File: src/rtl/i2c_ptr_pkg.sv
package i2c_ptr_pkg;

  // strobes and levels passed from control to datapath
  typedef struct packed {
    logic shiftIn;   // capture sdaBit into the receive shifter
    logic sdaBit;    // synchronised data line level
    logic ptrLoad;   // command byte complete: load pointer
    logic wrReq;     // data byte complete: request a register write
    logic txLoad;    // fetch a register value for transmission
    logic txShift;   // advance to next transmit bit
    logic ackDrive;  // hold SDA low for an acknowledge
    logic txDrive;   // transmit shifter owns SDA
  } strobes_t;

  typedef enum logic [2:0] {
    ST_IDLE,
    ST_RX,
    ST_ACK,
    ST_TX,
    ST_TXACK
  } busState_t;

  typedef enum logic [1:0] {
    PH_ADDR,
    PH_CMD,
    PH_DATA
  } phase_t;

endpackage

File: src/rtl/i2c_ptr_ctrl.sv
module i2c_ptr_ctrl
  import i2c_ptr_pkg::*;
#(
  parameter int SYNC_STAGES = 2,
  parameter int BITS        = 8
) (
  input  logic     clk,
  input  logic     rstN,
  input  logic     sclIn,
  input  logic     sdaIn,
  input  logic     addrHit,
  input  logic     rwBit,
  output strobes_t strb
);

  localparam int CNT_W = $clog2(BITS + 1);
  localparam logic [CNT_W-1:0] FULL = CNT_W'(BITS);

  logic [SYNC_STAGES-1:0] sclPipe, sdaPipe;
  logic sclS, sdaS, sclD, sdaD;

  always_ff @(posedge clk or negedge rstN) begin
    if (!rstN) begin
      sclPipe <= '1;
      sdaPipe <= '1;
      sclD    <= 1'b1;
      sdaD    <= 1'b1;
    end else begin
      sclPipe <= {sclPipe[SYNC_STAGES-2:0], sclIn};
      sdaPipe <= {sdaPipe[SYNC_STAGES-2:0], sdaIn};
      sclD    <= sclS;
      sdaD    <= sdaS;
    end
  end

  assign sclS = sclPipe[SYNC_STAGES-1];
  assign sdaS = sdaPipe[SYNC_STAGES-1];

  logic sclRise, sclFall, startEv, stopEv;
  assign sclRise = sclS & ~sclD;
  assign sclFall = ~sclS & sclD;
  assign startEv = sclS & sclD & sdaD & ~sdaS;
  assign stopEv  = sclS & sclD & ~sdaD & sdaS;

  busState_t       stQ, stN;
  phase_t          phQ, phN;
  logic [CNT_W-1:0] cntQ, cntN;
  logic            rwQ, rwN;
  logic            ackSeenQ, ackSeenN;

  always_comb begin
    stN      = stQ;
    phN      = phQ;
    cntN     = cntQ;
    rwN      = rwQ;
    ackSeenN = ackSeenQ;
    strb          = '0;
    strb.sdaBit   = sdaS;
    strb.ackDrive = (stQ == ST_ACK);
    strb.txDrive  = (stQ == ST_TX);
    if (startEv) begin
      stN  = ST_RX;
      phN  = PH_ADDR;
      cntN = '0;
    end else if (stopEv) begin
      stN = ST_IDLE;
    end else begin
      case (stQ)
        ST_RX: begin
          if (sclRise && cntQ != FULL) begin
            strb.shiftIn = 1'b1;
            cntN = cntQ + 1'b1;
          end else if (sclFall && cntQ == FULL) begin
            case (phQ)
              PH_ADDR: begin
                if (addrHit) begin
                  stN = ST_ACK;
                  rwN = rwBit;
                end else begin
                  stN = ST_IDLE;
                end
              end
              PH_CMD: begin
                strb.ptrLoad = 1'b1;
                stN = ST_ACK;
                phN = PH_DATA;
              end
              default: begin
                strb.wrReq = 1'b1;
                stN = ST_ACK;
              end
            endcase
          end
        end
        ST_ACK: begin
          if (sclFall) begin
            cntN = '0;
            if (phQ == PH_ADDR && rwQ) begin
              strb.txLoad = 1'b1;
              stN = ST_TX;
            end else begin
              stN = ST_RX;
              if (phQ == PH_ADDR) phN = PH_CMD;
            end
          end
        end
        ST_TX: begin
          if (sclRise && cntQ != FULL) begin
            cntN = cntQ + 1'b1;
          end else if (sclFall) begin
            if (cntQ == FULL) stN = ST_TXACK;
            else              strb.txShift = 1'b1;
          end
        end
        ST_TXACK: begin
          if (sclRise) begin
            ackSeenN = ~sdaS;
          end else if (sclFall) begin
            if (ackSeenQ) begin
              strb.txLoad = 1'b1;
              stN  = ST_TX;
              cntN = '0;
            end else begin
              stN = ST_IDLE;
            end
          end
        end
        default: ;
      endcase
    end
  end

  always_ff @(posedge clk or negedge rstN) begin
    if (!rstN) begin
      stQ      <= ST_IDLE;
      phQ      <= PH_ADDR;
      cntQ     <= '0;
      rwQ      <= 1'b0;
      ackSeenQ <= 1'b0;
    end else begin
      stQ      <= stN;
      phQ      <= phN;
      cntQ     <= cntN;
      rwQ      <= rwN;
      ackSeenQ <= ackSeenN;
    end
  end

  // bit counter never runs past a full byte
  assert_bitcnt_bound_R2: assert property (@(posedge clk) disable iff (!rstN)
    cntQ <= FULL);

  // an address acknowledge only follows a matching address byte
  assert_ack_needs_match_R2: assert property (@(posedge clk) disable iff (!rstN)
    (stQ == ST_ACK && $past(stQ) == ST_RX && phQ == PH_ADDR) |-> $past(addrHit));

  // SDA ownership switches only from a cycle with SCL low
  assert_drive_moves_scl_low_R9: assert property (@(posedge clk) disable iff (!rstN)
    ((!$stable(strb.ackDrive) || !$stable(strb.txDrive)) &&
     !$past(startEv) && !$past(stopEv)) |-> !$past(sclS));

endmodule

File: src/rtl/i2c_ptr_dp.sv
module i2c_ptr_dp
  import i2c_ptr_pkg::*;
#(
  parameter int          DATA_W  = 8,
  parameter int          REG_CNT = 4,
  parameter int          HI_W    = 4,
  parameter int          STRAP_W = 3,
  parameter logic [HI_W-1:0] ADDR_HI = 4'b0100
) (
  input  logic                       clk,
  input  logic                       rstN,
  input  strobes_t                   strb,
  input  logic [STRAP_W-1:0]         strapAddr,
  input  logic [DATA_W-1:0]          regRdData,
  output logic                       addrHit,
  output logic                       rwBit,
  output logic                       sdaDriveLow,
  output logic [$clog2(REG_CNT)-1:0] regSel,
  output logic                       regWrStb,
  output logic                       regRdStb,
  output logic [DATA_W-1:0]          regWrData
);

  localparam int PTR_W = $clog2(REG_CNT);

  logic [DATA_W-1:0] rxShift, txShift;
  logic [PTR_W-1:0]  ptrQ;

  always_ff @(posedge clk or negedge rstN) begin
    if (!rstN) begin
      rxShift <= '0;
      txShift <= '1;
      ptrQ    <= '0;
    end else begin
      if (strb.shiftIn) rxShift <= {rxShift[DATA_W-2:0], strb.sdaBit};
      if (strb.ptrLoad) ptrQ <= rxShift[PTR_W-1:0];
      if (strb.txLoad)       txShift <= regRdData;
      else if (strb.txShift) txShift <= {txShift[DATA_W-2:0], 1'b1};
    end
  end

  assign addrHit     = (rxShift[DATA_W-1:1] == {ADDR_HI, strapAddr});
  assign rwBit       = rxShift[0];
  assign regSel      = ptrQ;
  assign regWrData   = rxShift;
  assign regWrStb    = strb.wrReq & (ptrQ != '0);
  assign regRdStb    = strb.txLoad;
  assign sdaDriveLow = strb.ackDrive | (strb.txDrive & ~txShift[DATA_W-1]);

  // a command byte lands its low bits in the pointer
  assert_ptr_load_R3: assert property (@(posedge clk) disable iff (!rstN)
    strb.ptrLoad |=> regSel == $past(rxShift[PTR_W-1:0]));

  // without a command byte the pointer stays put
  assert_ptr_hold_R5: assert property (@(posedge clk) disable iff (!rstN)
    !strb.ptrLoad |=> $stable(regSel));

endmodule

File: src/rtl/i2c_ptr_target.sv
module i2c_ptr_target
  import i2c_ptr_pkg::*;
#(
  parameter int              SYNC_STAGES = 2,
  parameter int              DATA_W      = 8,
  parameter int              REG_CNT     = 4,
  parameter int              STRAP_W     = 3,
  parameter logic [3:0]      ADDR_HI     = 4'b0100
) (
  input  logic                       clk,
  input  logic                       rstN,
  input  logic                       sclIn,
  input  logic                       sdaIn,
  input  logic [STRAP_W-1:0]         strapAddr,
  output logic                       sdaDriveLow,
  output logic [$clog2(REG_CNT)-1:0] regSel,
  output logic                       regWrStb,
  output logic [DATA_W-1:0]          regWrData,
  output logic                       regRdStb,
  input  logic [DATA_W-1:0]          regRdData
);

  strobes_t strb;
  logic     addrHit, rwBit;

  i2c_ptr_ctrl #(
    .SYNC_STAGES(SYNC_STAGES),
    .BITS       (DATA_W)
  ) u_ctrl (
    .clk    (clk),
    .rstN   (rstN),
    .sclIn  (sclIn),
    .sdaIn  (sdaIn),
    .addrHit(addrHit),
    .rwBit  (rwBit),
    .strb   (strb)
  );

  i2c_ptr_dp #(
    .DATA_W (DATA_W),
    .REG_CNT(REG_CNT),
    .HI_W   (4),
    .STRAP_W(STRAP_W),
    .ADDR_HI(ADDR_HI)
  ) u_dp (
    .clk        (clk),
    .rstN       (rstN),
    .strb       (strb),
    .strapAddr  (strapAddr),
    .regRdData  (regRdData),
    .addrHit    (addrHit),
    .rwBit      (rwBit),
    .sdaDriveLow(sdaDriveLow),
    .regSel     (regSel),
    .regWrStb   (regWrStb),
    .regRdStb   (regRdStb),
    .regWrData  (regWrData)
  );

  // a cycle never carries both a write and a read strobe
  assert_strobe_excl_R4: assert property (@(posedge clk) disable iff (!rstN)
    $onehot0({regWrStb, regRdStb}));

endmodule

File: config.mk
export PLATFORM = sky130hd
export DESIGN_NAME = i2c_ptr_target
export DESIGN_NICKNAME = d
export VERILOG_FILES = /design/src/rtl/i2c_ptr_pkg.sv /design/src/rtl/i2c_ptr_ctrl.sv /design/src/rtl/i2c_ptr_dp.sv /design/src/rtl/i2c_ptr_target.sv
export SDC_FILE = /design/constraint.sdc
export NUM_CORES = 1
export LEC_CHECK = 0
export BUFFER_PORTS_ARGS = -buffer_cell sky130_fd_sc_hd__buf_2
export CORE_MARGIN = 2
export CORE_UTILIZATION = 33
export DETAILED_ROUTE_END_ITERATION = 16
export GPL_ROUTABILITY_DRIVEN = 0
export PLACE_DENSITY = 0.58
export SYNTH_ARGS = -nofsm -noshare
export SYNTH_HDL_FRONTEND = slang
export SYNTH_SLANG_ARGS = --single-unit
File: constraint.sdc
create_clock -name clk -period 2.4 [get_ports clk]
set_clock_uncertainty 0.1 [all_clocks]
set_input_delay 0.24 -clock clk [delete_from_list [all_inputs] [get_ports clk]]
set_output_delay 0.24 -clock clk [all_outputs]
set_load 0.03 [all_outputs]
# --- Word-level counts from Yosys, hierarchy flattened ---
# Cells that the tools add are included.
totals:
  register_bits: 35
  latch_bits: 0
  ram_bits: 0
  romBits: 0
  inputBits: 15
  out_inout_bits: 13
  word_cells: 129
  mem_count: 0
op_classes:
  n_addsub: 1
  mul: 0
  div: 0
  order_cmp: 0
  eq_ne: 27
  shifts: 0
  muxes: 55
  bitwise: 18
  reduce_logical: 16
op_table:
  columns: ["op", "count"]
  rows:
  - ["2-to-1 mux 4 bit", 9]
  - ["2-to-1 mux 3 bit", 11]
  - ["2-to-1 mux 2 bit", 14]
  - ["inequality test 4 bit, second input constant", 6]
  - ["2-to-1 mux 8 bit", 2]
  - ["2-to-1 mux 1 bit", 15]
  - ["AND reduction 7 bit", 2]
  - ["inequality test 3 x 1 -> 1 bit, second input constant", 4]
  - ["inequality test 3 bit, second input constant", 4]
  - ["case mux 3 bit (4 select lines)", 1]
  - ["case mux 4 bit (3 select lines)", 1]
  - ["bitwise AND 1 bit", 9]
  - ["AND reduction 9 bit", 1]
  - ["inequality test 4 x 1 -> 1 bit, second input constant", 2]
  - ["NOT 1 bit", 8]
  - ["AND reduction 8 bit", 1]
  - ["== test 7 x 6 -> 1 bit", 1]
  - ["== test 3 x 2 -> 1 bit, second input constant", 2]
  - ["inequality test 3 x 2 -> 1 bit, second input constant", 2]
  - ["nonzero test 6 bit", 1]
  - ["adder 4 x 1 -> 4 bit, second input constant", 1]
  - ["== test 4 bit, second input constant", 1]
  - ["inequality test 4 x 2 -> 1 bit, second input constant", 1]
  - ["case mux 2 bit (2 select lines)", 1]
  - ["13 further kinds", 17]

# --- Longest topological paths before layout ---
# Gate-level depths: netlist of run 1.
logic_depth:
  word_depth: 10
  ltp_mapped: 7
  ltp_nobuf: 7

# --- Modules after synthesis ---
# Synthesis of run 1 repeated with hierarchy kept, for this count alone.
unflattened:
  cells_unflattened: 170
  hier_area_um2: 1855.5
by_module_without_submodules:
  columns: ["module", "n_inst", "cells_each", "area_each_um2", "seq_area_each_um2"]
  rows:
  - ["i2c_ptr_ctrl", 1, 105, 1049.8, 432.9]
  - ["i2c_ptr_dp", 1, 65, 805.8, 460.4]

# --- Worst setup path before layout of run 1 ---
# OpenSTA, ideal clock, no wires.
synth_timing:
  kind: "register to output"
  start: "register u_ctrl.stQ[0]"
  end: "output regWrStb"
  arrival_ns: 1.646
  slack_ns: 0.414
  path_stages_with_launch: 5
  path_buffers: 1
  path_cell_list: "dfrtp_1 buf_2 or3b_1 or3_1 nor2_1"
synth_via:
  elab_chain_cells: 5
synth_lines:
  columns: ["item", "line_no", "text"]
  rows:
  - ["start, declared", "i2c_ptr_ctrl.sv:45", "busState_t stQ, stN;"]
  - ["start signal, assigned", "i2c_ptr_ctrl.sv:141", "stQ <= stN;"]
  - ["== test 3 x 1 -> 1 bit", "i2c_ptr_ctrl.sv:68", "case (stQ)"]
  - ["2-to-1 mux 2 bit", "i2c_ptr_ctrl.sv:68", null]
  - ["2-to-1 mux 4 bit", "i2c_ptr_ctrl.sv:65", "end else if (stopEv) begin"]
  - ["2-to-1 mux 4 bit", "i2c_ptr_ctrl.sv:61", "if (startEv) begin"]
  - ["bitwise AND 1 bit", "i2c_ptr_dp.sv:46", "assign regWrStb = strb.wrReq & (ptrQ != '0);"]
  - ["end, declared", "i2c_ptr_target.sv:17", "output logic regWrStb,"]
# No other way between the ends.

# --- Worst setup path after layout of run 1 ---
# Same ends and word-level chain as after synthesis.

==> results.cfg, run 1 <==
[worst_setup_path]
crit_type = flip-flop to primary output
crit_path_top_delay_cell = dfrtp_1
cp.required_ns = 2.06
cpPeakStageDelay_ns = 0.57
critPathMaxFanout = 12
cp_data_arrival_time_ns = 1.94
path_cells = or3b_1, or3_1, nor2_1, buf_2
crit_path_end_kind = primary output
critPathLaunchType = flip-flop

[sta]
rsz0062_at_grt = no
finalCritPeriodShare = 0.9502
setup_viol_count_final = 0
setup_tns_ns = 0
hold_viol = 0
final.setup.worst_slack_ns = 0.1196
finalCriticalPeriod_ns = 2.280
slew_viol_final = 0
fmax_ghz = 0.4385
tightest_slew_ns = 0.7556
maxSlewHeadroom = 0.4962

[drt]
num_vias = 1315
drt_iter0_markers = 42
top_layer_used = met4
wl_met3_um = 133
viasPerCell = 4.962
first_pass_iters = 4
postRouteAntennaNets = 0
finalWirelength_mm = 3.337
drc = 0
drt-met1-wl_mm = 1.552
wl_met2_mm = 1.611
wire_per_inst_um = 12.59

[clocking]
cts_max_path_buffers = 2
htree_levels = 2
path_clk_slew_ns = 0.08
worstSkewPairLatency_ns = 0.29
cts-root-buf = clkbuf_8
cts_tree = done
clock-sinks = 35
cts_inserted_buffers = 5

[synthesis]
ys_seq_elements = 35
yosys.cell_types.count = 43
synth_nets = 174
syn_area_um2 = 1770
syn_inst = 157
synth-main-ff-cell = dfrtp_1
syn_area_per_cell_um2 = 11.28
async_flop_share = 1.000
seq_area_frac_synth = 0.5046
synth_edf_count = 0
ys_warn_count = 0

[cells_and_area]
diodes = 0
mostFrequentLayoutCells = buf_2, dfrtp_1, dfstp_2
drive_gt1_frac = 0.3949
final_common_cell = buf_2
areaGrowthSynthToFinish_pct = 19.86
fin_nets = 211
num-fill-cells = 535

[die]
die_x_um = 77.25
start_util = 0.3444
core_um2 = 5140
io_pins = 28
die_h_um = 77.25
rows = 26
die_area_um2 = 5967

[global_routing]
grt_pass1_vias = 1287
grt_first_pass_wirelength_mm = 5.851
antenna_found_initial = 0
grt_usage = 0.1226
grt_max_degree = 36
gr-total-overflow = 0

[min_path]
hold_class = primary input to flip-flop

[pwr]
peakVddDrop_mv = 0.4642
power_density_nw_per_um2 = 962.7
p_leak_nw = 0.9822

[outcome]
status = complete, no violations

[placement]
place_ws_ns = 0.3628
hpwl_mm = 2.409
port_buffers = 27

[run]
cap_viol_max_count = 0
-- routing by layer --
layer | vias up | GRT usage
li1 | 638 | -
met1 | 630 | 0.1572
met2 | 39 | 0.2000
met3 | 8 | 0.02471
met4 | 0 | 0.05357
met5 | - | 0
-- metrics by stage --
step           total power [mW]  instance area [um2]  hold slack [ns]  utilization  cells
4_1_cts                   2.065                 2082          0.05729       0.4051    260
3_5_place_dp              1.621                 1959           0.2462       0.3812    249
2_1_floorplan             1.462                 1770          -0.1556            -    157
3_3_place_gp              1.611                 1959           0.2454       0.3812    249
5_1_grt                   2.193                 2122          0.06730       0.4129    265
6_report                  2.043                 2122          0.06315       0.4129    265
-- layout make-up --
class | instances | area [um2] | share of cell area
Sequential cell | 35 | 893.4 | 0.4210
Multi-Input combinational cell | 108 | 805.8 | 0.3797
Timing Repair Buffer | 36 | 212.7 | 0.1002
Tap cell | 70 | 87.58 | 0.04127
Clock buffer | 5 | 68.82 | 0.03243
Inverter | 8 | 30.03 | 0.01415
Clock inverter | 3 | 23.77 | 0.01120
-- worst max-delay path, delay by kind of cell (launching register included) --
kind	cells	cell delay (ns)
simple gates	3	0.88
buf+inv	1	0.20
flops	1	0.57
-- kinds of logic after synthesis --
family | after synthesis | synth area share
and+or+nand+nor | 53 | 0.1852
DFF | 35 | 0.5046
AOI/OAI and AO/OA | 32 | 0.1307
muxes | 17 | 0.1053
buffers and inverters | 14 | 0.04028
xor gates and xnor gates | 4 | 0.01979
adders and majority gates | 2 | 0.01413
-- synth_stat cells (3+ instances only) --
library cell,number,area share
nand3_1,6,0.017
mux2i_1,4,0.023
nor2_1,9,0.019
dfstp_2,14,0.21
nor3b_1,3,0.013
a22o_1,5,0.025
dfrtp_1,21,0.30
o21ai_0,8,0.023
a21oi_1,6,0.017
o211ai_1,4,0.017
xor2_1,4,0.020
nand2b_1,5,0.018
nand2_1,8,0.017
buf_2,3,0.0085
a21o_1,5,0.021
inv_1,8,0.017
mux2_2,13,0.083
-- sequential cells by signal (all words and copies together) (netlist names) --
register,flops
u_ctrl.sclPipe,2
u_ctrl.phQ,2
u_ctrl.rwQ,1
u_ctrl.sdaPipe,2
u_ctrl.sdaD,1
u_dp.txShift,8
u_ctrl.cntQ,4
u_ctrl.stQ,3
u_dp.regSel,2
u_ctrl.sclD,1
u_dp.regWrData,8
u_ctrl.ackSeenQ,1
-- power by group --
group          switching, mW  internal, mW
Combinational          0.369         0.294
Sequential             0.167         0.781
Clock                  0.225         0.207
Total                  0.760          1.28
-- timing repair --
action / in CTS / in global routing
gates resized for setup: 0 / 1
endpoints found under the setup margin: 0 / 1
hold buffers: 3 / 0
buffers inserted: 0 / 5
endpoints found under the hold margin: 23 / 0
-- final timing paths --
kind / from / endpoint / slack, ns / depth (start not counted)
min reg2reg: u_ctrl.sclPipe[0] / u_ctrl.sclPipe[1] / 0.26 / 0
max reg2reg: u_ctrl.sclD / u_ctrl.cntQ[1] / 0.37 / 5
max in group asynchronous: rstN / u_ctrl.stQ[0] / 1.27 / 2
min in group asynchronous: rstN / u_ctrl.stQ[2] / 0.46 / 2
max: u_ctrl.stQ[0] / regWrStb / 0.12 / 4
min: regRdData[0] / u_dp.txShift[0] / 0.06 / 3
No activity file was read; power rests on OpenSTA's default activity.
==> run 2: changes to the inputs <==
--- a/config.mk
+++ b/config.mk
@@ -7,10 +7,10 @@
 export LEC_CHECK = 0
 export BUFFER_PORTS_ARGS = -buffer_cell sky130_fd_sc_hd__buf_2
 export CORE_MARGIN = 2
-export CORE_UTILIZATION = 33
+export CORE_UTILIZATION = 45
 export DETAILED_ROUTE_END_ITERATION = 16
 export GPL_ROUTABILITY_DRIVEN = 0
-export PLACE_DENSITY = 0.58
+export PLACE_DENSITY = 0.73
 export SYNTH_ARGS = -nofsm -noshare
 export SYNTH_HDL_FRONTEND = slang
 export SYNTH_SLANG_ARGS = --single-unit
==> results.cfg, run 2 (synthesized netlist as in run 1, its figures left out) <==
[min_path]
min_from = regRdData[1]
hold_class = primary input to flip-flop

[sta]
maxSlewHeadroom = 0.4986
rsz0062_at_grt = no
slew_viol_final = 0
setup_tns_ns = 0
fmax_ghz = 0.4341
tightest_slew_ns = 0.7522
finalCriticalPeriod_ns = 2.304
hold_viol = 0
finalCritPeriodShare = 0.9599
setup_viol_count_final = 0

[clocking]
cts_max_path_buffers = 2
cts-root-buf = clkbuf_8
post-cts-setup-buffer-count = 0
htree_levels = 2
cts_tree = done
ctsResizeCount = 0
worstSkewPairLatency_ns = 0.28
clock-sinks = 35
cts_inserted_buffers = 5
path_clk_slew_ns = 0.07
holdBufCountCts = 3

[worst_setup_path]
crit_path_top_delay_cell = dfstp_2
r2r_start = u_ctrl.cntQ[0]
cpPeakStageDelay_ns = 0.59
crit_path_end_kind = primary output
critPathLaunchType = flip-flop
critPathMaxFanout = 13
cp.required_ns = 2.06
crit_type = flip-flop to primary output
cp-startpoint = u_ctrl.sclD
cpLargestDelayFamily = flip-flops
path_cells = nand2b_4, or4_4, a21bo_4, buf_2
crit_buf_inv = 1
cp_data_arrival_time_ns = 1.96

[global_routing]
grt_usage = 0.1721
grt_max_degree = 36
antenna_found_initial = 0
gr-total-overflow = 0
grt_first_pass_wirelength_mm = 5.706
grt_pass1_vias = 1283

[drt]
num_vias = 1279
drc = 0
postRouteAntennaNets = 0
viasPerCell = 5.397
wire_per_inst_um = 14.13
finalWirelength_mm = 3.348
drt_iter0_markers = 50
first_pass_iters = 4

[pwr]
p_sw_mw = 0.7539
pwr-share-clk = 0.245
peakVddDrop_mv = 0.4751
p_leak_nw = 0.9677
finalPower_mw = 2.134
seqPwrFrac = 0.444
intPower_mw = 1.380
combPwrFrac = 0.311
power_density_nw_per_um2 = 1033
switching_share = 0.3532

[outcome]
status = complete, no violations

[cells_and_area]
mostFrequentLayoutCells = buf_2, dfrtp_1, dfstp_2
final_common_cell = buf_2
fin_nets = 205
diodes = 0
drive_gt1_frac = 0.3757
areaGrowthSynthToFinish_pct = 16.75

[die]
die_h_um = 66.73
io_pins = 28
core_um2 = 3716
start_util = 0.4764
rows = 22
die_x_um = 66.73
die_area_um2 = 4452

[placement]
port_buffers = 27
hpwl_mm = 2.503

[run]
cap_viol_max_count = 0
==> run 2: changes by cell type in the layout (fill, tap and decap cells not counted) <==
cell | before | now
clkinvlp_4 | 2 | 0
clkinv_2 | 0 | 1
buf_2 | 26 | 27
clkbuf_4 | 1 | 0
bufinv_16 | 0 | 1
buf_4 | 6 | 0
clkinv_4 | 0 | 1
inv_6 | 1 | 0
==> run 2: final timing paths <==
check | cells after the start | to | slack [ns]
setup / recovery | 4 | regRdStb | 0.1
hold / removal | 3 | u_dp.txShift[1] | 0.07
setup reg to reg | 7 | u_ctrl.stQ[0] | 0.33
hold reg to reg | 0 | u_ctrl.sclPipe[1] | 0.26
max in group asynchronous | 2 | u_ctrl.ackSeenQ | 1.27
min in group asynchronous | 2 | u_ctrl.cntQ[3] | 0.46
==> run 2: per-stage QoR <==
stage | util | area [um2] | worst slack, ns | cells | hold WS [ns]
2_1_floorplan | - | 1770 | 0.4137 | 157 | -0.1556
3_3_place_gp | 0.5178 | 1924 | 0.4265 | 226 | 0.2364
3_5_place_dp | 0.5178 | 1924 | 0.3661 | 226 | 0.2462
4_1_cts | 0.5562 | 2067 | 0.08678 | 237 | 0.06726
5_1_grt | 0.5562 | 2067 | 0.005176 | 237 | 0.07356
6_report | 0.5562 | 2067 | 0.09617 | 237 | 0.07118
==> run 2: worst min-delay path: cells and delay by family <==
| family | cells | cell delay, ns |
|---|---|---|
| buf+inv | 1 | 0.07 |
| compound gates | 1 | 0.07 |
| simple gates | 1 | 0.03 |
==> run 2: metal layers <==
metal / vias to the layer above / global-route usage / routed length (um)
li1: 626 / - / -
met1: 620 / 0.2011 / 1473
met2: 25 / 0.2950 / 1685
met3: 8 / 0.03716 / 125
met4: 0 / 0.08929 / 63
met5: - / 0 / 0
==> run 2: power groups by stage <==
stage	Clock (mW)	Combinational (mW)	Sequential, mW
detailed placement	0	0.666	0.953
finish	0.523	0.665	0.947
global placement	0	0.634	0.941
CTS	0.536	0.673	0.944
global route	0.563	0.736	0.971
floorplan	0	0.515	0.948
==> run 2: cell type report <==
class / count / area (um2)
clock buffers: 5 / 68.82
repair buffers: 30 / 165.2
well taps: 48 / 60.06
multi-input cells: 108 / 805.8
inverters: 8 / 30.03
fillers: 332 / 1649
flip-flops and latches: 35 / 893.4
clock inverters: 3 / 43.79
==> run 3: changes to the inputs <==
--- a/config.mk
+++ b/config.mk
@@ -11,6 +11,7 @@
 export DETAILED_ROUTE_END_ITERATION = 16
 export GPL_ROUTABILITY_DRIVEN = 0
 export PLACE_DENSITY = 0.73
+export REMOVE_ABC_BUFFERS = 1
 export SYNTH_ARGS = -nofsm -noshare
 export SYNTH_HDL_FRONTEND = slang
 export SYNTH_SLANG_ARGS = --single-unit
==> results.cfg, run 3 (synthesized netlist as in run 1, its figures left out) <==
[die]
core_um2 = 3716
io_pins = 28
start_util = 0.4764
die_h_um = 66.73
rows = 22
die_area_um2 = 4452
die_x_um = 66.73

[cells_and_area]
num-fill-cells = 330
seqCellArea_um2 = 893.4
multi_input_area_um2 = 805.8
fin_nets = 205
stdcell_count = 237
areaGrowthSynthToFinish_pct = 15.55
final_core_util = 0.5505
drive_gt1_frac = 0.3704
diodes = 0
mostFrequentLayoutCells = buf_2, dfrtp_1, dfstp_2
final_common_cell = buf_2

[worst_setup_path]
cp.required_ns = 2.06
crit_type = flip-flop to primary output
crit_path_end_kind = primary output
cpPeakStageDelay_ns = 0.59
crit_path_top_delay_cell = dfstp_2
cpLargestDelayFamily = flip-flops
critPathMaxFanout = 13
cp_data_arrival_time_ns = 1.95
crit_buf_inv = 1
path_cells = nand2b_4, or4_4, a21bo_4, buf_2
critPathLaunchType = flip-flop

[drt]
wire_per_inst_um = 13.27
num_vias = 1267
postRouteAntennaNets = 0
drc = 0
finalWirelength_mm = 3.144
drt_iter0_markers = 101
first_pass_iters = 4
viasPerCell = 5.346

[pwr]
finalPower_mw = 2.032
power_density_nw_per_um2 = 993.4
peakVddDrop_mv = 0.5447
p_leak_nw = 0.9579

[clocking]
post-cts-setup-buffer-count = 0
worstSkewPairLatency_ns = 0.28
cts_tree = done
cts_max_path_buffers = 2
clock-sinks = 35
htree_levels = 2
cts-root-buf = clkbuf_8
path_clk_slew_ns = 0.07
cts_inserted_buffers = 5

[placement]
dp_cells = 226
hpwl_mm = 2.339
port_buffers = 27

[sta]
finalCriticalPeriod_ns = 2.292
maxSlewHeadroom = 0.4978
slew_viol_final = 0
rsz0062_at_grt = no
setup_viol_count_final = 0
tightest_slew_ns = 0.7533
finalCritPeriodShare = 0.9552
fmax_ghz = 0.4362
hold_viol = 0
setup_tns_ns = 0

[outcome]
status = complete, no violations

[global_routing]
grt_first_pass_wirelength_mm = 5.430
grt_usage = 0.1646
antenna_found_initial = 0
gr-total-overflow = 0
grt_max_degree = 36
grt_pass1_vias = 1202

[run]
cap_viol_max_count = 0

[min_path]
hold_class = primary input to flip-flop
[run 3: per-stage QoR]
stage	setup WS, ns	area [um2]	hold slack (ns)
floorplan	0.4418	1729	-0.1556
global placement	0.4247	1924	0.2308
detailed placement	0.3741	1924	0.2462
CTS	0.09777	2046	0.05326
global route	0.01738	2046	0.06522
finish	0.1075	2046	0.06100
[run 3: worst register-to-register path, stage by stage (launching register included)]
cell and delay [ns]:
dfstp_2 0.59, nand2b_4 0.09, or4_4 0.48, o211ai_1 0.11, nor3b_2 0.36, mux2i_1 0.23
[run 3: worst paths after layout]
kind | start | endpoint | slack (ns) | cells past startpoint
max | u_ctrl.sclD | regRdStb | 0.11 | 4
min | regRdData[6] | u_dp.txShift[6] | 0.06 | 3
max reg2reg | u_ctrl.sclD | u_ctrl.cntQ[1] | 0.37 | 5
min reg2reg | u_ctrl.sdaPipe[0] | u_ctrl.sdaPipe[1] | 0.26 | 0
max in group asynchronous | rstN | u_ctrl.cntQ[3] | 1.26 | 2
min in group asynchronous | rstN | u_dp.regWrData[3] | 0.46 | 2
[run 3: where the power goes]
part	internal, mW	leakage (nW)	switching (mW)
combinational	0.289	0.480	0.370
clock	0.231	0.0482	0.195
sequential	0.782	0.430	0.165
[run 3: what timing repair did]
item | in CTS | in global routing
gates resized for setup | 0 | 0
hold endpoints to repair | 23 | 0
hold buffers | 3 | 0
[run 3: metal layers]
metal | track usage | vias up | wire [um]
li1 | - | 623 | -
met1 | 0.2054 | 616 | 1425
met2 | 0.2700 | 22 | 1543
met3 | 0.05068 | 6 | 128
met4 | 0.05612 | 0 | 46
met5 | 0 | - | 0
[run 3: area by class of cell]
cell class                 instances  share of cell area
inverter                           8             0.01468
timing repair buffer              30             0.08073
sequential                        35              0.4367
clock buffer                       7             0.04220
clock inverter                     1            0.002446
tap                               48             0.02936
multi-input combinational        108              0.3939
